### src/rtl/dsm_pkg.sv
package dsm_pkg;

  // Number of cascaded accumulator stages (noise-shaping order).
  localparam int STAGES = 2;

  // Accumulator width of stage k: input width plus guard bits that grow per stage.
  function automatic int acc_width(input int data_w, input int guard, input int step, input int k);
    return data_w + guard + k * step;
  endfunction

endpackage

### src/rtl/dsm_sample_hold.sv
module dsm_sample_hold #(
  parameter int DATA_W = 13
) (
  input  logic                     clk,
  input  logic                     rst,
  input  logic                     in_valid,
  input  logic signed [DATA_W-1:0] in_data,
  output logic                     in_ready,
  output logic signed [DATA_W-1:0] held
);

  logic ready_q;
  logic signed [DATA_W-1:0] held_q;

  always_ff @(posedge clk) begin
    if (rst) begin
      ready_q <= 1'b0;
      held_q  <= '0;
    end else begin
      ready_q <= 1'b1;
      if (in_valid && ready_q) held_q <= in_data;
    end
  end

  assign in_ready = ready_q;
  assign held     = held_q;

  // an accepted sample becomes the held value
  assert_accept_R2: assert property (@(posedge clk) disable iff (rst)
    (in_valid && in_ready) |=> (held == $past(in_data)));

  // without in_valid the held value does not move
  assert_ignore_R3: assert property (@(posedge clk) disable iff (rst)
    (!in_valid) |=> $stable(held));

endmodule

### src/rtl/dsm_integrator.sv
module dsm_integrator #(
  parameter int W_ADD  = 18,
  parameter int W_ACC  = 16,
  parameter int FB_MAG = 4096
) (
  input  logic                    clk,
  input  logic                    rst,
  input  logic                    en,
  input  logic signed [W_ADD-1:0] addend,
  input  logic                    fb,
  output logic signed [W_ACC-1:0] acc_next
);

  localparam int WS = ((W_ADD > W_ACC) ? W_ADD : W_ACC) + 2;
  localparam logic signed [WS-1:0] ACC_MAX = WS'((64'sd1 <<< (W_ACC - 1)) - 64'sd1);
  localparam logic signed [WS-1:0] ACC_MIN = -ACC_MAX - WS'(1);
  localparam logic signed [WS-1:0] FB_POS  = WS'(FB_MAG);
  localparam logic signed [WS-1:0] FB_NEG  = -FB_POS;

  logic signed [W_ACC-1:0] acc_q;
  logic signed [WS-1:0]    ext_acc;
  logic signed [WS-1:0]    ext_add;
  logic signed [WS-1:0]    fb_val;
  logic signed [WS-1:0]    delta;
  logic signed [WS-1:0]    sum;
  logic signed [WS-1:0]    clamped;

  always_comb begin
    ext_acc = WS'(acc_q);
    ext_add = WS'(addend);
    fb_val  = fb ? FB_POS : FB_NEG;
    delta   = ext_add - fb_val;
    sum     = ext_acc + delta;
    if (sum > ACC_MAX)      clamped = ACC_MAX;
    else if (sum < ACC_MIN) clamped = ACC_MIN;
    else                    clamped = sum;
  end

  assign acc_next = clamped[W_ACC-1:0];

  always_ff @(posedge clk) begin
    if (rst)     acc_q <= '0;
    else if (en) acc_q <= acc_next;
  end

  // a non-negative state plus a non-negative change never turns negative
  assert_no_wrap_pos_R6: assert property (@(posedge clk) disable iff (rst)
    (en && !acc_q[W_ACC-1] && !delta[WS-1]) |=> !acc_q[W_ACC-1]);

  // a negative state plus a negative change never turns non-negative
  assert_no_wrap_neg_R6: assert property (@(posedge clk) disable iff (rst)
    (en && acc_q[W_ACC-1] && delta[WS-1]) |=> acc_q[W_ACC-1]);

  // the state is frozen while the loop does not step
  assert_hold_R4: assert property (@(posedge clk) disable iff (rst)
    (!en) |=> $stable(acc_q));

  // reset clears the accumulator
  assert_clear_R1: assert property (@(posedge clk)
    rst |=> (acc_q == '0));

endmodule

### src/rtl/dsm_quantizer.sv
module dsm_quantizer #(
  parameter int W_LVL = 18
) (
  input  logic                    clk,
  input  logic                    rst,
  input  logic                    en,
  input  logic signed [W_LVL-1:0] level,
  output logic                    bit_q
);

  always_ff @(posedge clk) begin
    if (rst)     bit_q <= 1'b0;
    else if (en) bit_q <= ~level[W_LVL-1];
  end

  // reset forces the output bit low
  assert_reset_low_R1: assert property (@(posedge clk)
    rst |=> !bit_q);

  // the bit holds while the loop is stalled
  assert_bit_hold_R4: assert property (@(posedge clk) disable iff (rst)
    (!en) |=> $stable(bit_q));

endmodule

### src/rtl/dsm2_modulator.sv
module dsm2_modulator
  import dsm_pkg::*;
#(
  parameter int DATA_W     = 13,
  parameter int GUARD      = 3,
  parameter int GUARD_STEP = 2
) (
  input  logic              clk,
  input  logic              rst,
  input  logic              in_valid,
  output logic              in_ready,
  input  logic [DATA_W-1:0] in_data,
  output logic              out_valid,
  input  logic              out_ready,
  output logic              out_bit
);

  localparam int FB_MAG = 1 << (DATA_W - 1);
  localparam int W_TOP  = acc_width(DATA_W, GUARD, GUARD_STEP, STAGES - 1);

  logic signed [DATA_W-1:0] held;
  logic                     valid_q;
  logic                     step;
  logic                     fb_bit;
  logic signed [W_TOP-1:0]  stage_add [STAGES];
  logic signed [W_TOP-1:0]  stage_nx  [STAGES];

  dsm_sample_hold #(.DATA_W(DATA_W)) u_hold (
    .clk      (clk),
    .rst      (rst),
    .in_valid (in_valid),
    .in_data  (in_data),
    .in_ready (in_ready),
    .held     (held)
  );

  always_ff @(posedge clk) begin
    if (rst) valid_q <= 1'b0;
    else     valid_q <= 1'b1;
  end

  assign out_valid = valid_q;
  assign step      = valid_q & out_ready;

  // First stage integrates the held sample; each later stage integrates
  // the freshly updated value of the stage before it.
  assign stage_add[0] = W_TOP'(held);

  for (genvar k = 0; k < STAGES; k++) begin : g_stage
    localparam int W_ACC = acc_width(DATA_W, GUARD, GUARD_STEP, k);
    logic signed [W_ACC-1:0] nx_k;

    dsm_integrator #(
      .W_ADD  (W_TOP),
      .W_ACC  (W_ACC),
      .FB_MAG (FB_MAG)
    ) u_int (
      .clk      (clk),
      .rst      (rst),
      .en       (step),
      .addend   (stage_add[k]),
      .fb       (fb_bit),
      .acc_next (nx_k)
    );

    assign stage_nx[k] = W_TOP'(nx_k);
    if (k + 1 < STAGES) begin : g_chain
      assign stage_add[k+1] = stage_nx[k];
    end
  end

  dsm_quantizer #(.W_LVL(W_TOP)) u_quant (
    .clk   (clk),
    .rst   (rst),
    .en    (step),
    .level (stage_nx[STAGES-1]),
    .bit_q (fb_bit)
  );

  assign out_bit = fb_bit;

  // out_valid is up in every cycle after reset
  assert_valid_R4: assert property (@(posedge clk) disable iff (rst)
    1'b1 |=> out_valid);

  // reset drops both stream handshakes
  assert_reset_idle_R1: assert property (@(posedge clk)
    rst |=> (!out_valid && !in_ready));

endmodule

### config.mk
export PLATFORM = sky130hd
export DESIGN_NAME = dsm2_modulator
export DESIGN_NICKNAME = d
export VERILOG_FILES = /design/src/rtl/dsm_pkg.sv /design/src/rtl/dsm_sample_hold.sv /design/src/rtl/dsm_integrator.sv /design/src/rtl/dsm_quantizer.sv /design/src/rtl/dsm2_modulator.sv
export SDC_FILE = /design/constraint.sdc
export NUM_CORES = 1
export LEC_CHECK = 0
export BUFFER_PORTS_ARGS = -buffer_cell sky130_fd_sc_hd__buf_2
export CAP_MARGIN = 20
export CORE_MARGIN = 5
export CORE_UTILIZATION = 40
export CTS_BUF_LIST = sky130_fd_sc_hd__clkbuf_4 sky130_fd_sc_hd__clkbuf_8 sky130_fd_sc_hd__clkbuf_16
export DETAILED_ROUTE_END_ITERATION = 10
export PLACE_DENSITY = 0.55
export SLEW_MARGIN = 20
export SYNTH_ARGS = -nofsm -noshare
export SYNTH_HDL_FRONTEND = slang
export SYNTH_SLANG_ARGS = --single-unit
### constraint.sdc
create_clock -name clk -period 21.2 [get_ports clk]
set_clock_uncertainty 0.05 [all_clocks]
set_input_delay 1.06 -clock clk [delete_from_list [all_inputs] [get_ports clk]]
set_output_delay 1.06 -clock clk [all_outputs]
set_load 0.01 [all_outputs]
# After elaboration in Yosys (flattened, before gate mapping)
# Cells that the tools add are included.
# word_totals
inputBits	17
n_memories	0
ramBits	0
latchBits	0
ff_bits	49
elab_cells	22
romBits	0
# classes
add_sub_neg	4
n_mux	6
eq_ne	0
n_mul	0
bitwise	2
shift	0
reduce_logical	1
div_mod_pow	0
order_cmp	4
# op_table
op	count
18-bit 2-to-1 mux	2
16-bit 2-to-1 mux	2
16-bit by 20-bit adder with 20-bit output	1
18-bit by 20-bit adder with 20-bit output	1
20-bit by 16-bit > comparator with 1-bit output, second input constant	1
20-bit by 18-bit > comparator with 1-bit output, second input constant	1
20-bit by 16-bit less-than comparator with 1-bit output, second input constant	1
20-bit by 18-bit less-than comparator with 1-bit output, second input constant	1
20-bit 2-to-1 mux	1
13-bit by 20-bit subtractor with 20-bit output	1
16-bit by 20-bit subtractor with 20-bit output	1
1-bit AND	1
1-bit logical AND	1
1-bit 2-to-1 mux	1
1-bit NOT	1

# Depth between registers and ports, before layout
# depth
depth_word	12
depth_mapped	32
mapped_depth_nobuf	29

# Modules after synthesis
# Synthesis repeated with hierarchy kept, for this count alone.
# hier_totals
hier_cells	661
area_unflattened_um2	5265.0
# modules_own_cells
mod	instances	area_each_um2	cells_each	seq_area_each_um2
dsm_integrator (g_stage[1].u_int)	1	2452.4	321	360.3
dsm_integrator (g_stage[0].u_int)	1	2115.8	273	320.3
dsm_sample_hold	1	635.6	61	280.3
dsm_quantizer	1	31.3	3	20.0
dsm2_modulator	1	30.0	3	20.0

# Worst setup path after synthesis
# OpenSTA, ideal clock, no wires.
# synth_path
path_kind	flip-flop to flip-flop
start	reg u_quant.bit_q
end	reg g_stage[1].u_int.acc_q[8]
period_less_slack_ps	6768
slack_ps	14432
stages_incl_launch_ff	30
arrival_ps	6585
path_cell_list	dfxtp_1 > inv_1 > fa_1 > inv_1 > ha_1 > buf_2 > nand4_1 > or4_1 > and3_4 > a221oi_2 > a21o_1 > buf_1 > a21oi_1 > ha_1 > inv_1 > ha_1 > a21o_1 > nand2b_1 > a21oi_1 > a311oi_1 > o21ai_1 > a21oi_1 > o31a_1 > o21ai_0 > nand2b_1 > xnor2_1 > nand3_1 > o211ai_2 > buf_2 > o22ai_1
# synth_via
elab_chain_cells	11
elab_cells_between_ends	13
# synth_lines
element	line_no	rtl
start, declared	dsm_quantizer.sv:8	output logic bit_q
start signal, assigned	dsm_quantizer.sv:13	else if (en) bit_q <= ~level[W_LVL-1];
20-bit 2-to-1 mux (*)	dsm_integrator.sv:31	fb_val = fb ? FB_POS : FB_NEG;
13-bit by 20-bit subtractor with 20-bit output	dsm_integrator.sv:32	delta = ext_add - fb_val;
16-bit by 20-bit adder with 20-bit output	dsm_integrator.sv:33	sum = ext_acc + delta;
20-bit by 16-bit less-than comparator with 1-bit output	dsm_integrator.sv:35	else if (sum < ACC_MIN) clamped = ACC_MIN;
16-bit 2-to-1 mux	dsm_integrator.sv:35	
16-bit 2-to-1 mux	dsm_integrator.sv:34	if (sum > ACC_MAX) clamped = ACC_MAX;
16-bit by 20-bit subtractor with 20-bit output (*)	dsm_integrator.sv:32	
18-bit by 20-bit adder with 20-bit output (*)	dsm_integrator.sv:33	
20-bit by 18-bit less-than comparator with 1-bit output	dsm_integrator.sv:35	
18-bit 2-to-1 mux	dsm_integrator.sv:35	
18-bit 2-to-1 mux (*)	dsm_integrator.sv:34	
end signal, assigned	dsm_integrator.sv:43	else if (en) acc_q <= acc_next;
end, declared	dsm_integrator.sv:20	logic signed [W_ACC-1:0] acc_q;
# Mark *: on every way between the ends. The rest lies on a longest branch, timed or not.
# A chain may end at the register's enable or synchronous reset.

# Final worst setup path
# Ends and elaborated chain as after synthesis.

==> results.py <==
metrics = {
    "detailed_routing": {
        "vias": 3728,
        "detail-route-antenna-nets": 0,
        "drc": 0,
        "wl_per_cell_um": 14.8,
        "drtIter0Drc": 140,
        "via_per_inst": 5.30,
        "firstDrtPassIters": 4,
        "routed_wl_um": 10400,
    },
    "logic_synthesis": {
        "synth-simple-area-share": 0.142,
        "synthXorXnorAreaFrac": 0.0533,
        "ys_ff_latch": 49,
        "synth_compound_area_frac": 0.281,
        "yosysWarnings": 0,
        "ys_seq_area_frac": 0.220,
        "async_reset_ff_frac": 0,
        "synth-adder-area-share": 0.201,
        "synth_area_per_cell_um2": 8.06,
        "syn_area_mm2": 0.00446,
        "syn_inst": 554,
        "synth_nets": 638,
        "ys_types": 65,
        "synth_edf_count": 0,
        "synth_top_family_by_area": "compound AO/OA/AOI/OAI gates",
        "synthMuxAreaShare": 0.00448,
        "synthFlopType": "dfxtp_1",
    },
    "die": {
        "fp.dieW_um": 116,
        "coreArea_mm2": 0.0109,
        "rows": 38,
        "die_height_um": 116,
        "start_util": 0.410,
        "die_area_mm2": 0.0134,
        "io_pins": 20,
    },
    "global_routing": {
        "grt_pass1_wl_um": 17300,
        "grt_use_total": 0.162,
        "grt_pass1_vias": 3597,
        "grt_max_degree": 44,
        "overflow": 0,
        "antenna_found_initial": 0,
    },
    "setup_path": {
        "crit_type": "reg2reg",
        "worst_setup_path_start_kind": "flip-flop",
        "crit_path_max_fanout": 17,
        "startpoint": "u_quant.bit_q",
        "arrival_ns": 8.03,
        "required_ns": 21.34,
        "r2r-start": "u_quant.bit_q",
        "cp-end-kind": "flip-flop",
    },
    "clock_network": {
        "clkTransAtPathRegs_ns": 0.10,
        "clock_sinks": 49,
        "post_cts_buffers": 0,
        "cts_buffers": 5,
        "htreeDepth": 2,
        "clock_path_buffers": 2,
        "cts.repair.resized": 0,
        "clk-insertion-delay-late_ns": 0.33,
        "cts_hold_buf": 0,
        "cts_tree": "done",
        "root_buffer": "clkbuf_8",
    },
    "timing": {
        "period_share": 0.372,
        "holdWs_ns": 0.413,
        "finalSetupViolations": 0,
        "rsz0062_at_grt": "false",
        "worst-slew-pin-transition_ns": 0.994,
        "drv_slew": 0,
        "slew-limit-headroom": 0.336,
        "fmax_mhz": 127,
        "setup_tns_ns": 0,
        "min_period_ns": 7.90,
        "hold_violations": 0,
    },
    "layout": {
        "post-route-util": 0.440,
        "antenna-diode-count": 0,
        "area_delta_synth_final_pct": 7.26,
        "drive_above_1_share": 0.110,
        "layout_commonest_cell": "inv_1",
        "nets": 647,
        "fin_cells": 704,
        "final_cell_mix": "91 x inv_1, 59 x ha_1, 57 x a21oi_1",
    },
    "worst_hold_path": {
        "hp-start": "u_hold.held[4]",
        "min_path_type": "reg2reg",
    },
    "placed_design": {
        "dp_cells": 696,
        "gp_congestion": 0.885,
        "place_hpwl_um": 7860,
        "portBuffers": 19,
    },
    "flow_run": {
        "drv_cap": 0,
    },
    "outcome": {
        "status": "finished clean",
    },
}
[registers in the layout, summed over array words and instances (netlist names)]
register             cells
g_stage.u_int.acc_q     34
u_hold.held             13
u_hold.in_ready          1
u_quant.bit_q            1
[per-stage QoR]
stage               worst slack [ns]  instance area [um^2]
floorplan                      14.43                  4460
global placement               13.65                  4670
detailed placement             13.35                  4670
CTS                            13.34                  4790
global route                   12.72                  4790
finish                         13.31                  4790
[routing by layer]
metal,GRT usage,routed length [um]
met4,0.0449,173
met5,0,0
met2,0.271,4770
met3,0.0339,292
met1,0.212,5190
[area by class of cell]
cell class,instances,area [um^2]
Clock buffer,5,68.8
Clock inverter,3,46.3
Fill cell,1134,6100
Inverter,91,342
Multi-Input combinational cell,393,3050
Sequential cell,49,981
Tap cell,140,175
Timing Repair Buffer,23,125
[critical path: stages, from the launching register on]
cell and delay [ns]:
dfxtp_1 0.68, inv_1 0.19, fa_1 0.56, inv_1 0.05, ha_1 0.40, nand4_1 0.25
or4_1 0.52, and3_4 0.20, a221oi_2 0.21, a21o_1 0.43, a21oi_1 0.20, ha_1 0.32
inv_1 0.04, ha_1 0.33, nor2b_1 0.15, o21a_1 0.18, o21ai_1 0.19, a311oi_1 0.15
o21ai_1 0.28, a21oi_1 0.14, o31a_1 0.30, o21ai_0 0.17, nand2b_1 0.09, xnor2_1 0.48
nand3_1 0.17, o211ai_2 0.80, o22ai_1 0.20
[worst paths after layout]
| check | slack (ns) | cells past startpoint | end |
|---|---|---|---|
| min | 0.41 | 2 | u_hold.held[4] |
| max reg2reg | 13.31 | 26 | g_stage[1].u_int.acc_q[8] |
| max | 13.31 | 26 | g_stage[1].u_int.acc_q[8] |
| min reg2reg | 0.41 | 2 | u_hold.held[4] |
[logic make-up (layout without fill, tap and decap cells)]
kind of cell / after synthesis / count (layout)
flip-flops: 49 / 49
AND/OR/NAND/NOR: 130 / 130
buffers and inverters: 112 / 122
adder cells (fa/ha/maj): 67 / 67
XOR/XNOR: 25 / 25
AO/OA/AOI/OAI: 169 / 169
multiplexers: 2 / 2
[Yosys cell counts, types with 7 or more instances]
| cell | n | area, um^2 |
|---|---|---|
| o21a_1 | 7 | 52.6 |
| a211oi_1 | 15 | 113 |
| o31ai_1 | 8 | 60.1 |
| o21ai_0 | 18 | 90.1 |
| a21o_1 | 13 | 97.6 |
| a21oi_1 | 57 | 285 |
| nand2b_1 | 9 | 56.3 |
| dfxtp_1 | 49 | 981 |
| xnor2_1 | 18 | 158 |
| nand2_1 | 49 | 184 |
| inv_1 | 91 | 342 |
| fa_1 | 8 | 160 |
| a221oi_2 | 8 | 120 |
| ha_1 | 59 | 738 |
| clkbuf_1 | 14 | 52.6 |
| nor2_1 | 29 | 109 |
Power is not shown: default switching activity piles up to over one toggle a cycle in this logic, so the estimate is an artifact.
